**src/rtl/vga_tri_pkg.sv**
```systemverilog
package vga_tri_pkg;

    typedef enum logic [1:0] {
        HS_SYNC,
        HS_BACK,
        HS_ACTIVE,
        HS_FRONT
    } hphase_t;

    typedef enum logic [1:0] {
        VS_SYNC,
        VS_BACK,
        VS_ACTIVE,
        VS_TAIL
    } vphase_t;

    typedef enum logic [1:0] {
        FT_IDLE,
        FT_ISSUE,
        FT_GAP
    } fetch_t;

endpackage

```
**src/rtl/vga_tri_hline.sv**
```systemverilog
module vga_tri_hline
    import vga_tri_pkg::*;
#(
    parameter int H_TOTAL     = 2288,
    parameter int HSYNC_LEN   = 275,
    parameter int H_ACT_START = 412,
    parameter int ACT_CLKS    = 1836,
    localparam int HW         = $clog2(H_TOTAL)
) (
    input  logic          clk,
    input  logic          rst_n,
    output logic [HW-1:0] hcnt,
    output hphase_t       hph,
    output logic          line_start,
    output logic          line_end
);

    logic [HW-1:0] hcnt_q, hcnt_d;
    hphase_t       st_q, st_d;

    // next clock count within the line
    always_comb begin
        if (hcnt_q == HW'(H_TOTAL - 1)) hcnt_d = '0;
        else                            hcnt_d = hcnt_q + 1'b1;
    end

    // phase transitions, taken when the next count reaches a boundary
    always_comb begin
        st_d = st_q;
        unique case (st_q)
            HS_SYNC:   if (hcnt_d == HW'(HSYNC_LEN))              st_d = HS_BACK;
            HS_BACK:   if (hcnt_d == HW'(H_ACT_START))            st_d = HS_ACTIVE;
            HS_ACTIVE: if (hcnt_d == HW'(H_ACT_START + ACT_CLKS)) st_d = HS_FRONT;
            HS_FRONT:  if (hcnt_d == '0)                          st_d = HS_SYNC;
            default:                                              st_d = HS_SYNC;
        endcase
    end

    // state register
    always_ff @(posedge clk or negedge rst_n) begin
        if (!rst_n) begin
            st_q   <= HS_SYNC;
            hcnt_q <= '0;
        end else begin
            st_q   <= st_d;
            hcnt_q <= hcnt_d;
        end
    end

    // outputs
    always_comb begin
        hcnt       = hcnt_q;
        hph        = st_q;
        line_start = (hcnt_q == '0);
        line_end   = (hcnt_q == HW'(H_TOTAL - 1));
    end

endmodule

```
**src/rtl/vga_tri_vframe.sv**
```systemverilog
module vga_tri_vframe
    import vga_tri_pkg::*;
#(
    parameter int V_TOTAL     = 525,
    parameter int VSYNC_LEN   = 2,
    parameter int V_ACT_START = 35,
    parameter int ROWS        = 160,
    parameter int LINE_REPEAT = 3,
    parameter int ROW_STRIDE  = 204,
    parameter int ADDR_W      = 16,
    parameter int BASE_ADDR   = 0,
    localparam int VW         = $clog2(V_TOTAL),
    localparam int RW         = $clog2(ROWS + 1),
    localparam int PW         = $clog2(LINE_REPEAT + 1)
) (
    input  logic              clk,
    input  logic              rst_n,
    input  logic              line_end,
    output vphase_t           vph,
    output logic [ADDR_W-1:0] row_base,
    output logic              first_line
);

    logic [VW-1:0]     vcnt_q, vcnt_d;
    logic [RW-1:0]     row_q;
    logic [PW-1:0]     rep_q;
    logic [ADDR_W-1:0] base_q;
    vphase_t           st_q, st_d;
    logic              last_rep, last_row;

    assign last_rep = (rep_q == PW'(LINE_REPEAT - 1));
    assign last_row = (row_q == RW'(ROWS - 1));

    always_comb begin
        vcnt_d = vcnt_q;
        if (line_end) begin
            if (vcnt_q == VW'(V_TOTAL - 1)) vcnt_d = '0;
            else                            vcnt_d = vcnt_q + 1'b1;
        end
    end

    // vertical phase transitions, only at line ends
    always_comb begin
        st_d = st_q;
        unique case (st_q)
            VS_SYNC:   if (line_end && vcnt_d == VW'(VSYNC_LEN))   st_d = VS_BACK;
            VS_BACK:   if (line_end && vcnt_d == VW'(V_ACT_START)) st_d = VS_ACTIVE;
            VS_ACTIVE: if (line_end && last_row && last_rep)
                           st_d = (vcnt_d == '0) ? VS_SYNC : VS_TAIL;
            VS_TAIL:   if (line_end && vcnt_d == '0)               st_d = VS_SYNC;
            default:                                               st_d = VS_SYNC;
        endcase
    end

    // state register
    always_ff @(posedge clk or negedge rst_n) begin
        if (!rst_n) begin
            st_q   <= VS_SYNC;
            vcnt_q <= '0;
        end else begin
            st_q   <= st_d;
            vcnt_q <= vcnt_d;
        end
    end

    // row and repeat sequencing across active lines
    always_ff @(posedge clk or negedge rst_n) begin
        if (!rst_n) begin
            rep_q  <= '0;
            row_q  <= '0;
            base_q <= ADDR_W'(BASE_ADDR);
        end else if (st_q == VS_ACTIVE && line_end) begin
            if (last_rep) begin
                rep_q <= '0;
                if (last_row) begin
                    row_q  <= '0;
                    base_q <= ADDR_W'(BASE_ADDR);
                end else begin
                    row_q  <= row_q + 1'b1;
                    base_q <= base_q + ADDR_W'(ROW_STRIDE);
                end
            end else begin
                rep_q <= rep_q + 1'b1;
            end
        end
    end

    // outputs
    always_comb begin
        vph        = st_q;
        row_base   = base_q;
        first_line = (st_q == VS_ACTIVE) && (row_q == '0) && (rep_q == '0);
    end

endmodule

```
**src/rtl/vga_tri_fetch.sv**
```systemverilog
module vga_tri_fetch
    import vga_tri_pkg::*;
#(
    parameter int PIX_CLKS   = 9,
    parameter int ROW_STRIDE = 204,
    parameter int ADDR_W     = 16,
    localparam int CW        = $clog2(ROW_STRIDE + 1),
    localparam int PHW       = $clog2(PIX_CLKS + 1)
) (
    input  logic              clk,
    input  logic              rst_n,
    input  logic              arm,
    input  logic [ADDR_W-1:0] row_base,
    input  logic [2:0]        rd_bits,
    output logic              rd_en,
    output logic [ADDR_W-1:0] rd_addr,
    output logic [2:0]        pix
);

    fetch_t         st_q, st_d;
    logic [CW-1:0]  col_q;
    logic [PHW-1:0] ph_q;
    logic           cap_q;
    logic [2:0]     pix_q;
    logic           last_col;

    assign last_col = (col_q == CW'(ROW_STRIDE - 1));

    always_comb begin
        st_d = st_q;
        unique case (st_q)
            FT_IDLE:  if (arm) st_d = FT_ISSUE;
            FT_ISSUE: begin
                if (last_col)           st_d = FT_IDLE;
                else if (PIX_CLKS == 1) st_d = FT_ISSUE;
                else                    st_d = FT_GAP;
            end
            FT_GAP:   if (int'(ph_q) == PIX_CLKS - 2) st_d = FT_ISSUE;
            default:  st_d = FT_IDLE;
        endcase
    end

    // state register with column and phase counters
    always_ff @(posedge clk or negedge rst_n) begin
        if (!rst_n) begin
            st_q  <= FT_IDLE;
            col_q <= '0;
            ph_q  <= '0;
        end else begin
            st_q <= st_d;
            if (st_q == FT_ISSUE) col_q <= last_col ? '0 : col_q + 1'b1;
            if (st_q == FT_GAP && st_d == FT_GAP) ph_q <= ph_q + 1'b1;
            else                                  ph_q <= '0;
        end
    end

    // capture the returned byte one clock after the strobe
    always_ff @(posedge clk or negedge rst_n) begin
        if (!rst_n) begin
            cap_q <= 1'b0;
            pix_q <= '0;
        end else begin
            cap_q <= (st_q == FT_ISSUE);
            if (cap_q) pix_q <= rd_bits;
        end
    end

    // outputs
    always_comb begin
        rd_en   = (st_q == FT_ISSUE);
        rd_addr = row_base + ADDR_W'(col_q);
        pix     = pix_q;
    end

endmodule

```
**src/rtl/vga_tripler_scanout.sv**
```systemverilog
module vga_tripler_scanout
    import vga_tri_pkg::*;
#(
    parameter int H_TOTAL     = 2288,
    parameter int HSYNC_LEN   = 275,
    parameter int H_ACT_START = 412,
    parameter int PIX_CLKS    = 9,
    parameter int V_TOTAL     = 525,
    parameter int VSYNC_LEN   = 2,
    parameter int V_ACT_START = 35,
    parameter int ROWS        = 160,
    parameter int LINE_REPEAT = 3,
    parameter int ROW_STRIDE  = 204,
    parameter int ADDR_W      = 16,
    parameter int BASE_ADDR   = 0
) (
    input  logic              clk,
    input  logic              rst_n,
    output logic              fb_rd_en,
    output logic [ADDR_W-1:0] fb_rd_addr,
    input  logic [7:0]        fb_rd_data,
    output logic              hsync_n,
    output logic              vsync_n,
    output logic [2:0]        rgb,
    output logic              frame_start,
    output logic              in_frame
);

    localparam int HW       = $clog2(H_TOTAL);
    localparam int ACT_CLKS = PIX_CLKS * ROW_STRIDE;

    logic [HW-1:0]     hcnt;
    hphase_t           hph;
    vphase_t           vph;
    logic              line_start, line_end, first_line, arm;
    logic [ADDR_W-1:0] row_base;
    logic [2:0]        pix;
    logic              unused_hi_bits;

    assign unused_hi_bits = ^fb_rd_data[7:3];

    vga_tri_hline #(
        .H_TOTAL    (H_TOTAL),
        .HSYNC_LEN  (HSYNC_LEN),
        .H_ACT_START(H_ACT_START),
        .ACT_CLKS   (ACT_CLKS)
    ) u_hline (
        .clk       (clk),
        .rst_n     (rst_n),
        .hcnt      (hcnt),
        .hph       (hph),
        .line_start(line_start),
        .line_end  (line_end)
    );

    vga_tri_vframe #(
        .V_TOTAL    (V_TOTAL),
        .VSYNC_LEN  (VSYNC_LEN),
        .V_ACT_START(V_ACT_START),
        .ROWS       (ROWS),
        .LINE_REPEAT(LINE_REPEAT),
        .ROW_STRIDE (ROW_STRIDE),
        .ADDR_W     (ADDR_W),
        .BASE_ADDR  (BASE_ADDR)
    ) u_vframe (
        .clk       (clk),
        .rst_n     (rst_n),
        .line_end  (line_end),
        .vph       (vph),
        .row_base  (row_base),
        .first_line(first_line)
    );

    // arm three clocks ahead so the first strobe lands two clocks before the pixel
    assign arm = (vph == VS_ACTIVE) && (hcnt == HW'(H_ACT_START - 3));

    vga_tri_fetch #(
        .PIX_CLKS  (PIX_CLKS),
        .ROW_STRIDE(ROW_STRIDE),
        .ADDR_W    (ADDR_W)
    ) u_fetch (
        .clk     (clk),
        .rst_n   (rst_n),
        .arm     (arm),
        .row_base(row_base),
        .rd_bits (fb_rd_data[2:0]),
        .rd_en   (fb_rd_en),
        .rd_addr (fb_rd_addr),
        .pix     (pix)
    );

    // output decode from registered phase state
    always_comb begin
        hsync_n     = (hph != HS_SYNC);
        vsync_n     = (vph != VS_SYNC);
        in_frame    = (vph == VS_ACTIVE);
        frame_start = first_line && line_start;
        rgb         = (hph == HS_ACTIVE && vph == VS_ACTIVE) ? pix : 3'b000;
    end

endmodule

```
**config.mk**
```make
export PLATFORM = sky130hd
export DESIGN_NAME = vga_tripler_scanout
export DESIGN_NICKNAME = d
export VERILOG_FILES = /design/src/rtl/vga_tri_pkg.sv /design/src/rtl/vga_tri_hline.sv /design/src/rtl/vga_tri_vframe.sv /design/src/rtl/vga_tri_fetch.sv /design/src/rtl/vga_tripler_scanout.sv
export SDC_FILE = /design/constraint.sdc
export NUM_CORES = 1
export LEC_CHECK = 0
export BUFFER_PORTS_ARGS = -buffer_cell sky130_fd_sc_hd__buf_2
export CAP_MARGIN = 20
export CORE_UTILIZATION = 50
export CTS_BUF_LIST = sky130_fd_sc_hd__clkbuf_4 sky130_fd_sc_hd__clkbuf_8 sky130_fd_sc_hd__clkbuf_16
export CTS_CLUSTER_SIZE = 8
export DETAILED_ROUTE_END_ITERATION = 6
export GPL_ROUTABILITY_DRIVEN = 0
export PLACE_DENSITY = 0.76
export SLEW_MARGIN = 20
export SYNTH_ARGS = -nofsm -noshare
export SYNTH_HDL_FRONTEND = slang
export SYNTH_SLANG_ARGS = --single-unit
```
**constraint.sdc**
```tcl
create_clock -name clk -period 3 [get_ports clk]
set_input_delay 0.9 -clock clk [delete_from_list [all_inputs] [get_ports clk]]
set_output_delay 0.9 -clock clk [all_outputs]
set_load 0.02 [all_outputs]
```
---- Word level (Yosys, flattened, before mapping) ----
Index checks and enable logic that the tools add are counted.
operators by class
  add/sub/neg operators ................... 8
  equal/unequal tests ..................... 29
  muxes and demuxes ....................... 24
  reductions and logical operators ........ 25
operator list
  cell                                                    number
  equality test 12 x 9 -> 1 bit (second input constant)   3
  2-to-1 mux 2 bit                                        13
  equality test 12 bit (second input constant)            2
  zero test 12 bit                                        2
  2-to-1 mux 10 bit                                       2
  adder 16 x 8 -> 16 bit                                  1
  adder 16 x 8 -> 16 bit (second input constant)          1
  adder 8 x 1 -> 8 bit (second input constant)            2
  equality test 8 bit (second input constant)             2
  2-to-1 mux 16 bit                                       1
  2-to-1 mux 8 bit                                        2
  inequality test 2 x 1 -> 1 bit (second input constant)  8
  case mux 2 bit (4 select lines)                         2
  equality test 2 bit (second input constant)             7
  adder 12 x 1 -> 12 bit (second input constant)          1
  logical AND 1 bit                                       12
  2-to-1 mux 12 bit                                       1
  adder 10 x 1 -> 10 bit (second input constant)          1
  equality test 10 bit (second input constant)            1
  equality test 10 x 2 -> 1 bit (second input constant)   1
  equality test 10 x 6 -> 1 bit (second input constant)   1
  zero test 10 bit                                        1
  zero test 2 bit                                         4
  zero test 8 bit                                         1
  other kinds (10)                                        14
storage, ports and cells
  flip-flop bits (word level) ............. 70
  input port bits ......................... 10
  output and inout bits ................... 24
  word-level logic and storage cells ...... 98

---- Depth between registers and ports, before layout ----
  depth in word-level cells ............... 7
  gate-level depth with buffers ........... 10
  depth with buffers taken out ............ 9

---- Modules after synthesis ----
From an unflattened synthesis, not the netlist that was laid out.
second synthesis, totals
  cell total of the unflattened synthesis .. 547
  area total of the unflattened synthesis .. 4954.8 µm²
by module, submodules not included
  module               times used  cells an instance  area each (µm²)  seq. area each (µm²)
  vga_tri_vframe       1           237                2144.6           900.9
  vga_tri_fetch        1           181                1544.0           450.4
  vga_tri_hline        1           117                1166.1           350.3
  vga_tripler_scanout  1           12                 100.1            0.0

---- Worst setup path after synthesis ----
OpenSTA, ideal clock, no wires.
  path kind ............................... register to output
  from .................................... register u_fetch.col_q[3]
  to ...................................... output fb_rd_addr[13]
  data arrival time ....................... 2270 ps
  data required time ...................... 2100 ps
  slack ................................... -170 ps
  stages on the path, launching flop included .. 9
  buffers on the path ..................... 0
  cells stage by stage .................... dfrtp_1 ha_1 a21oi_1 o21bai_1 a21oi_1 o21bai_1 a21oi_1 nor3_1 xor2_1
on the way
  cells in the longest elaborated chain, start to end .. 1
RTL lines
  element                   RTL line                   RTL
  start: declaration        vga_tri_fetch.sv:21        logic [CW-1:0] col_q;
  start signal: assignment  vga_tri_fetch.sv:51        if (st_q == FT_ISSUE) col_q <= last_col ? '0 : col_q + 1'b1;
  adder 16 x 8 -> 16 bit    vga_tri_fetch.sv:71        rd_addr = row_base + ADDR_W'(col_q);
  end: declaration          vga_tripler_scanout.sv:20  output logic [ADDR_W-1:0] fb_rd_addr,
Every way passes these cells.

---- Worst setup path after layout ----
  from .................................... register u_vframe.base_q[2], in the netlist u_vframe.row_base[2]
  to ...................................... output fb_rd_addr[14]
on the way
  cells in the longest elaborated chain, start to end .. 1
RTL lines
  element                   RTL line              RTL
  start: declaration        vga_tri_vframe.sv:27  logic [ADDR_W-1:0] base_q;
  start signal: assignment  vga_tri_vframe.sv:71  base_q <= ADDR_W'(BASE_ADDR);
  start signal: assignment  vga_tri_vframe.sv:77  base_q <= ADDR_W'(BASE_ADDR);
  start signal: assignment  vga_tri_vframe.sv:80  base_q <= base_q + ADDR_W'(ROW_STRIDE);
  adder 16 x 8 -> 16 bit    vga_tri_fetch.sv:71
Every way passes these cells.

==> impl_metrics.ini <==
[route]
route.detailed.drc = 0
ant_nets = 0
drt-vias-per-instance = 5.852
detail_route.wl_per_cell_um = 14.97
detail_route.first_pass.iterations = 5
total_routed_length_um = 9489
detailroute.via_count = 3710
drt_iter0_drc = 303

[sta]
finalSetupTns_ps = -1254
rsz_0062_raised_after_global_routing = yes
fin_ws_ps = -184.0
finalHoldViolations = 0
drv_slew = 0
skew_ps = 13.90
final.period_utilization_pct = 106.1
final.min_clock_period_ps = 3184
finalHoldWorstSlack_ps = 459.2
finalSetupViolations = 8
slew_headroom_pct = 60.80
clock.fmax_mhz = 314.1
max_slew.worst_pin.slew_ps = 588.0

[worst_setup_path]
cp.arrival_ps = 2280
type_of_origin_of_the_critical_path = register
worstPathMaxFanout = 7
crit_required_ps = 2100
setup.reg_to_reg.worst_slack_ps = 220
cp-end-kind = primary output
timing.setup.critical_path_class = register to primary output

[power]
peakVddDrop_uv = 223.4
power_frac_clock_pct = 44.8
cellInternalPower_mw = 1.331
power_leakage_nw = 2.456
power.net_switching_mw = 0.3685
power_density_nw_per_um2 = 334.9
switching_share_pct = 21.69
power.sequential.fraction_pct = 53.9
power.share.combinational_pct = 1.3

[synth]
synth-simple-area-share_pct = 25.49
synth_warnings = 0
synth_compound_area_share_pct = 14.32
synth-adder-area-share_pct = 6.777
net_count_of_the_mapped_netlist = 499
synth-seq-cells = 68
synth.avg_cell_area_um2 = 9.113
syn_area_um2 = 4247
ys_dominant_reg_cell = sky130_fd_sc_hd__dfrtp_1
synth_top_family_by_area = simple AND/OR/NAND/NOR gates
synth_edf_count = 0
postSynthCellCount = 466
share_of_flip_flops_with_an_asynchronous_set_or_reset_after_synthesis_pct = 100.0
synth-xor-area-share_pct = 6.394
ys_types = 62
yosysSeqAreaShare_pct = 40.07
synthMuxAreaShare_pct = 2.092

[layout]
drive_gt1_share_pct = 23.44
design.final.nets = 558
final_common_cell = sky130_fd_sc_hd__dfrtp_1
area_growth_pct = 19.48
antenna_diode_count = 0
fillers = 665
regArea_um2 = 1702
mostFrequentLayoutCells = sky130_fd_sc_hd__dfrtp_1 (68), sky130_fd_sc_hd__buf_4 (47), sky130_fd_sc_hd__nand2_1 (43), sky130_fd_sc_hd__nor2_1 (33), sky130_fd_sc_hd__o21ai_0 (33)
total_area_of_multi_input_combinational_cells_um2 = 2467
final_cell_count_no_fill = 634

[global_routing]
first_global_vias = 3638
antenna_found_initial = 0
globalRouteOverflowTotal = 0
grt_start_max_net_pins = 45
grt.total_usage_pct = 22.80
grt_first_pass_wirelength_um = 15990

[place]
place_inst = 609
place.detailed.hpwl_um = 6398
numPortBuffers = 28

[die]
boundaryPins = 34
die_height_um = 94.16
standard_cell_core_area_um2 = 8217
die_width_um = 94.16
initial_utilization_pct = 51.68
floorplan.rows = 33
floorplan.die_area_um2 = 8866

[clock_tree]
cts_htree_levels = 3
cts_sinks = 68
clock_tree.buffer_depth = 2
worst_setup_hold_path_clk_slew_ps = 80
cts_made_buffers = 9
holdBufCountCts = 0
root_buffer = sky130_fd_sc_hd__clkbuf_8
clk_latency_ps = 350
tritoncts = built

[outcome]
failed_checks = setup timing
outcome = finished with violations

[worst_hold_path]
worst_hold_path_type = register to register

[flow_run]
cap_viol_max_count = 0
-- repair_timing --
| item | 4_1_cts | 5_1_grt |
|---|---|---|
| hold endpoints to repair | 0 | 0 |
| pin swaps | 10 | 12 |
| setup endpoints to repair | 8 | 9 |
| buffers inserted | 6 | 5 |
| cloned | 0 | 0 |
| gates resized for setup | 20 | 9 |
-- state kept, by name, summed over array words and instances, names as in the netlist --
signal	cells
u_hline.hph	2
u_vframe.vph	2
u_vframe.rep_q	2
u_vframe.row_q	8
u_fetch.col_q	8
u_fetch.ph_q	4
u_fetch.cap_q	1
u_fetch.st_q	2
u_vframe.row_base	14
u_fetch.pix	3
u_vframe.vcnt_q	10
u_hline.hcnt	12
-- logic make-up (layout without fill, tap and decap cells) --
family	after synthesis	in the layout
simple gates	197	197
compound gates	95	95
flops	68	68
buf+inv	44	107
xor+xnor	31	31
fa+ha+maj	23	23
mux	8	8
-- cell type report --
| type | count | share of cell area, % |
|---|---|---|
| clock buffers | 11 | 2.861 |
| inverters | 24 | 1.776 |
| clock inverters | 4 | 0.9864 |
| well taps | 105 | 2.589 |
| multi-input cells | 354 | 48.63 |
| repair buffers | 68 | 9.618 |
| flip-flops and latches | 68 | 33.54 |
-- Yosys cell counts (6+ instances only) --
| cell | instances | area, um2 |
|---|---|---|
| sky130_fd_sc_hd__xor2_1 | 16 | 140.1 |
| sky130_fd_sc_hd__dfrtp_1 | 68 | 1702 |
| sky130_fd_sc_hd__nor2_1 | 33 | 123.9 |
| sky130_fd_sc_hd__nand2_1 | 43 | 161.4 |
| sky130_fd_sc_hd__nor3_1 | 7 | 35.03 |
| sky130_fd_sc_hd__and3_1 | 15 | 93.84 |
| sky130_fd_sc_hd__o31ai_1 | 11 | 82.58 |
| sky130_fd_sc_hd__buf_2 | 6 | 30.03 |
| sky130_fd_sc_hd__clkbuf_1 | 8 | 30.03 |
| sky130_fd_sc_hd__xnor2_1 | 15 | 131.4 |
| sky130_fd_sc_hd__nand2b_1 | 7 | 43.79 |
| sky130_fd_sc_hd__ha_1 | 23 | 287.8 |
| sky130_fd_sc_hd__and2_1 | 6 | 37.54 |
| sky130_fd_sc_hd__nor4_1 | 10 | 62.56 |
| sky130_fd_sc_hd__nand3_1 | 22 | 110.1 |
| sky130_fd_sc_hd__inv_1 | 23 | 86.33 |
| sky130_fd_sc_hd__or3_1 | 6 | 37.54 |
| sky130_fd_sc_hd__nand4_1 | 19 | 118.9 |
| sky130_fd_sc_hd__a21oi_1 | 16 | 80.08 |
| sky130_fd_sc_hd__mux2_2 | 7 | 78.83 |
| sky130_fd_sc_hd__o21ai_0 | 33 | 165.2 |
-- worst paths after layout --
path,start,endpoint,depth (start not counted)
max,u_vframe.row_base[2],fb_rd_addr[14],10
min,u_fetch.st_q[0],u_fetch.st_q[0],1
max reg2reg,u_vframe.vcnt_q[6],u_vframe.vph[1],7
min reg2reg,u_fetch.st_q[0],u_fetch.st_q[0],1
max in group asynchronous,rst_n,u_fetch.col_q[7],2
min in group asynchronous,rst_n,u_vframe.row_base[11],1
-- stage by stage --
step	setup WS, ps	area [um2]	power, mW	utilization [%]
2_1_floorplan	-7.685	4254	0.9342	-
3_3_place_gp	79.08	4647	0.9578	56.56
3_5_place_dp	11.29	4647	0.9581	56.56
4_1_cts	-267.6	4994	1.717	60.77
5_1_grt	-302.0	5074	1.753	61.75
6_report	-184.0	5074	1.699	61.75
-- routing by layer --
metal	wire [um]	vias to the layer above	share of wire, %	global-route usage, %
li1	-	1794	-	-
met1	4197	1773	44	31.04
met2	4613	117	49	35.63
met3	457	26	4.8	3.479
met4	221	0	2.3	10.38
met5	0	-	0	0
-- worst max-delay path, cell delays in order (launching register included) --
cell	delay, ps
sky130_fd_sc_hd__dfrtp_1	400
sky130_fd_sc_hd__ha_2	240
sky130_fd_sc_hd__a21oi_4	230
sky130_fd_sc_hd__o21bai_4	80
sky130_fd_sc_hd__a21oi_2	170
sky130_fd_sc_hd__o21bai_2	100
sky130_fd_sc_hd__a21oi_4	170
sky130_fd_sc_hd__buf_12	150
sky130_fd_sc_hd__nor3_4	40
sky130_fd_sc_hd__xor2_1	180
sky130_fd_sc_hd__buf_4	180
-- power by group through the flow --
| stage | Sequential (mW) | Combinational, mW | Clock (mW) |
|---|---|---|---|
| 2_1_floorplan | 0.934 | 0.0000340 | 0 |
| 3_3_place_gp | 0.934 | 0.0239 | 0 |
| 3_5_place_dp | 0.934 | 0.0241 | 0 |
| 4_1_cts | 0.916 | 0.0243 | 0.777 |
| 5_1_grt | 0.916 | 0.0272 | 0.810 |
| 6_report | 0.916 | 0.0225 | 0.760 |
(Power assumes the default switching activity.)
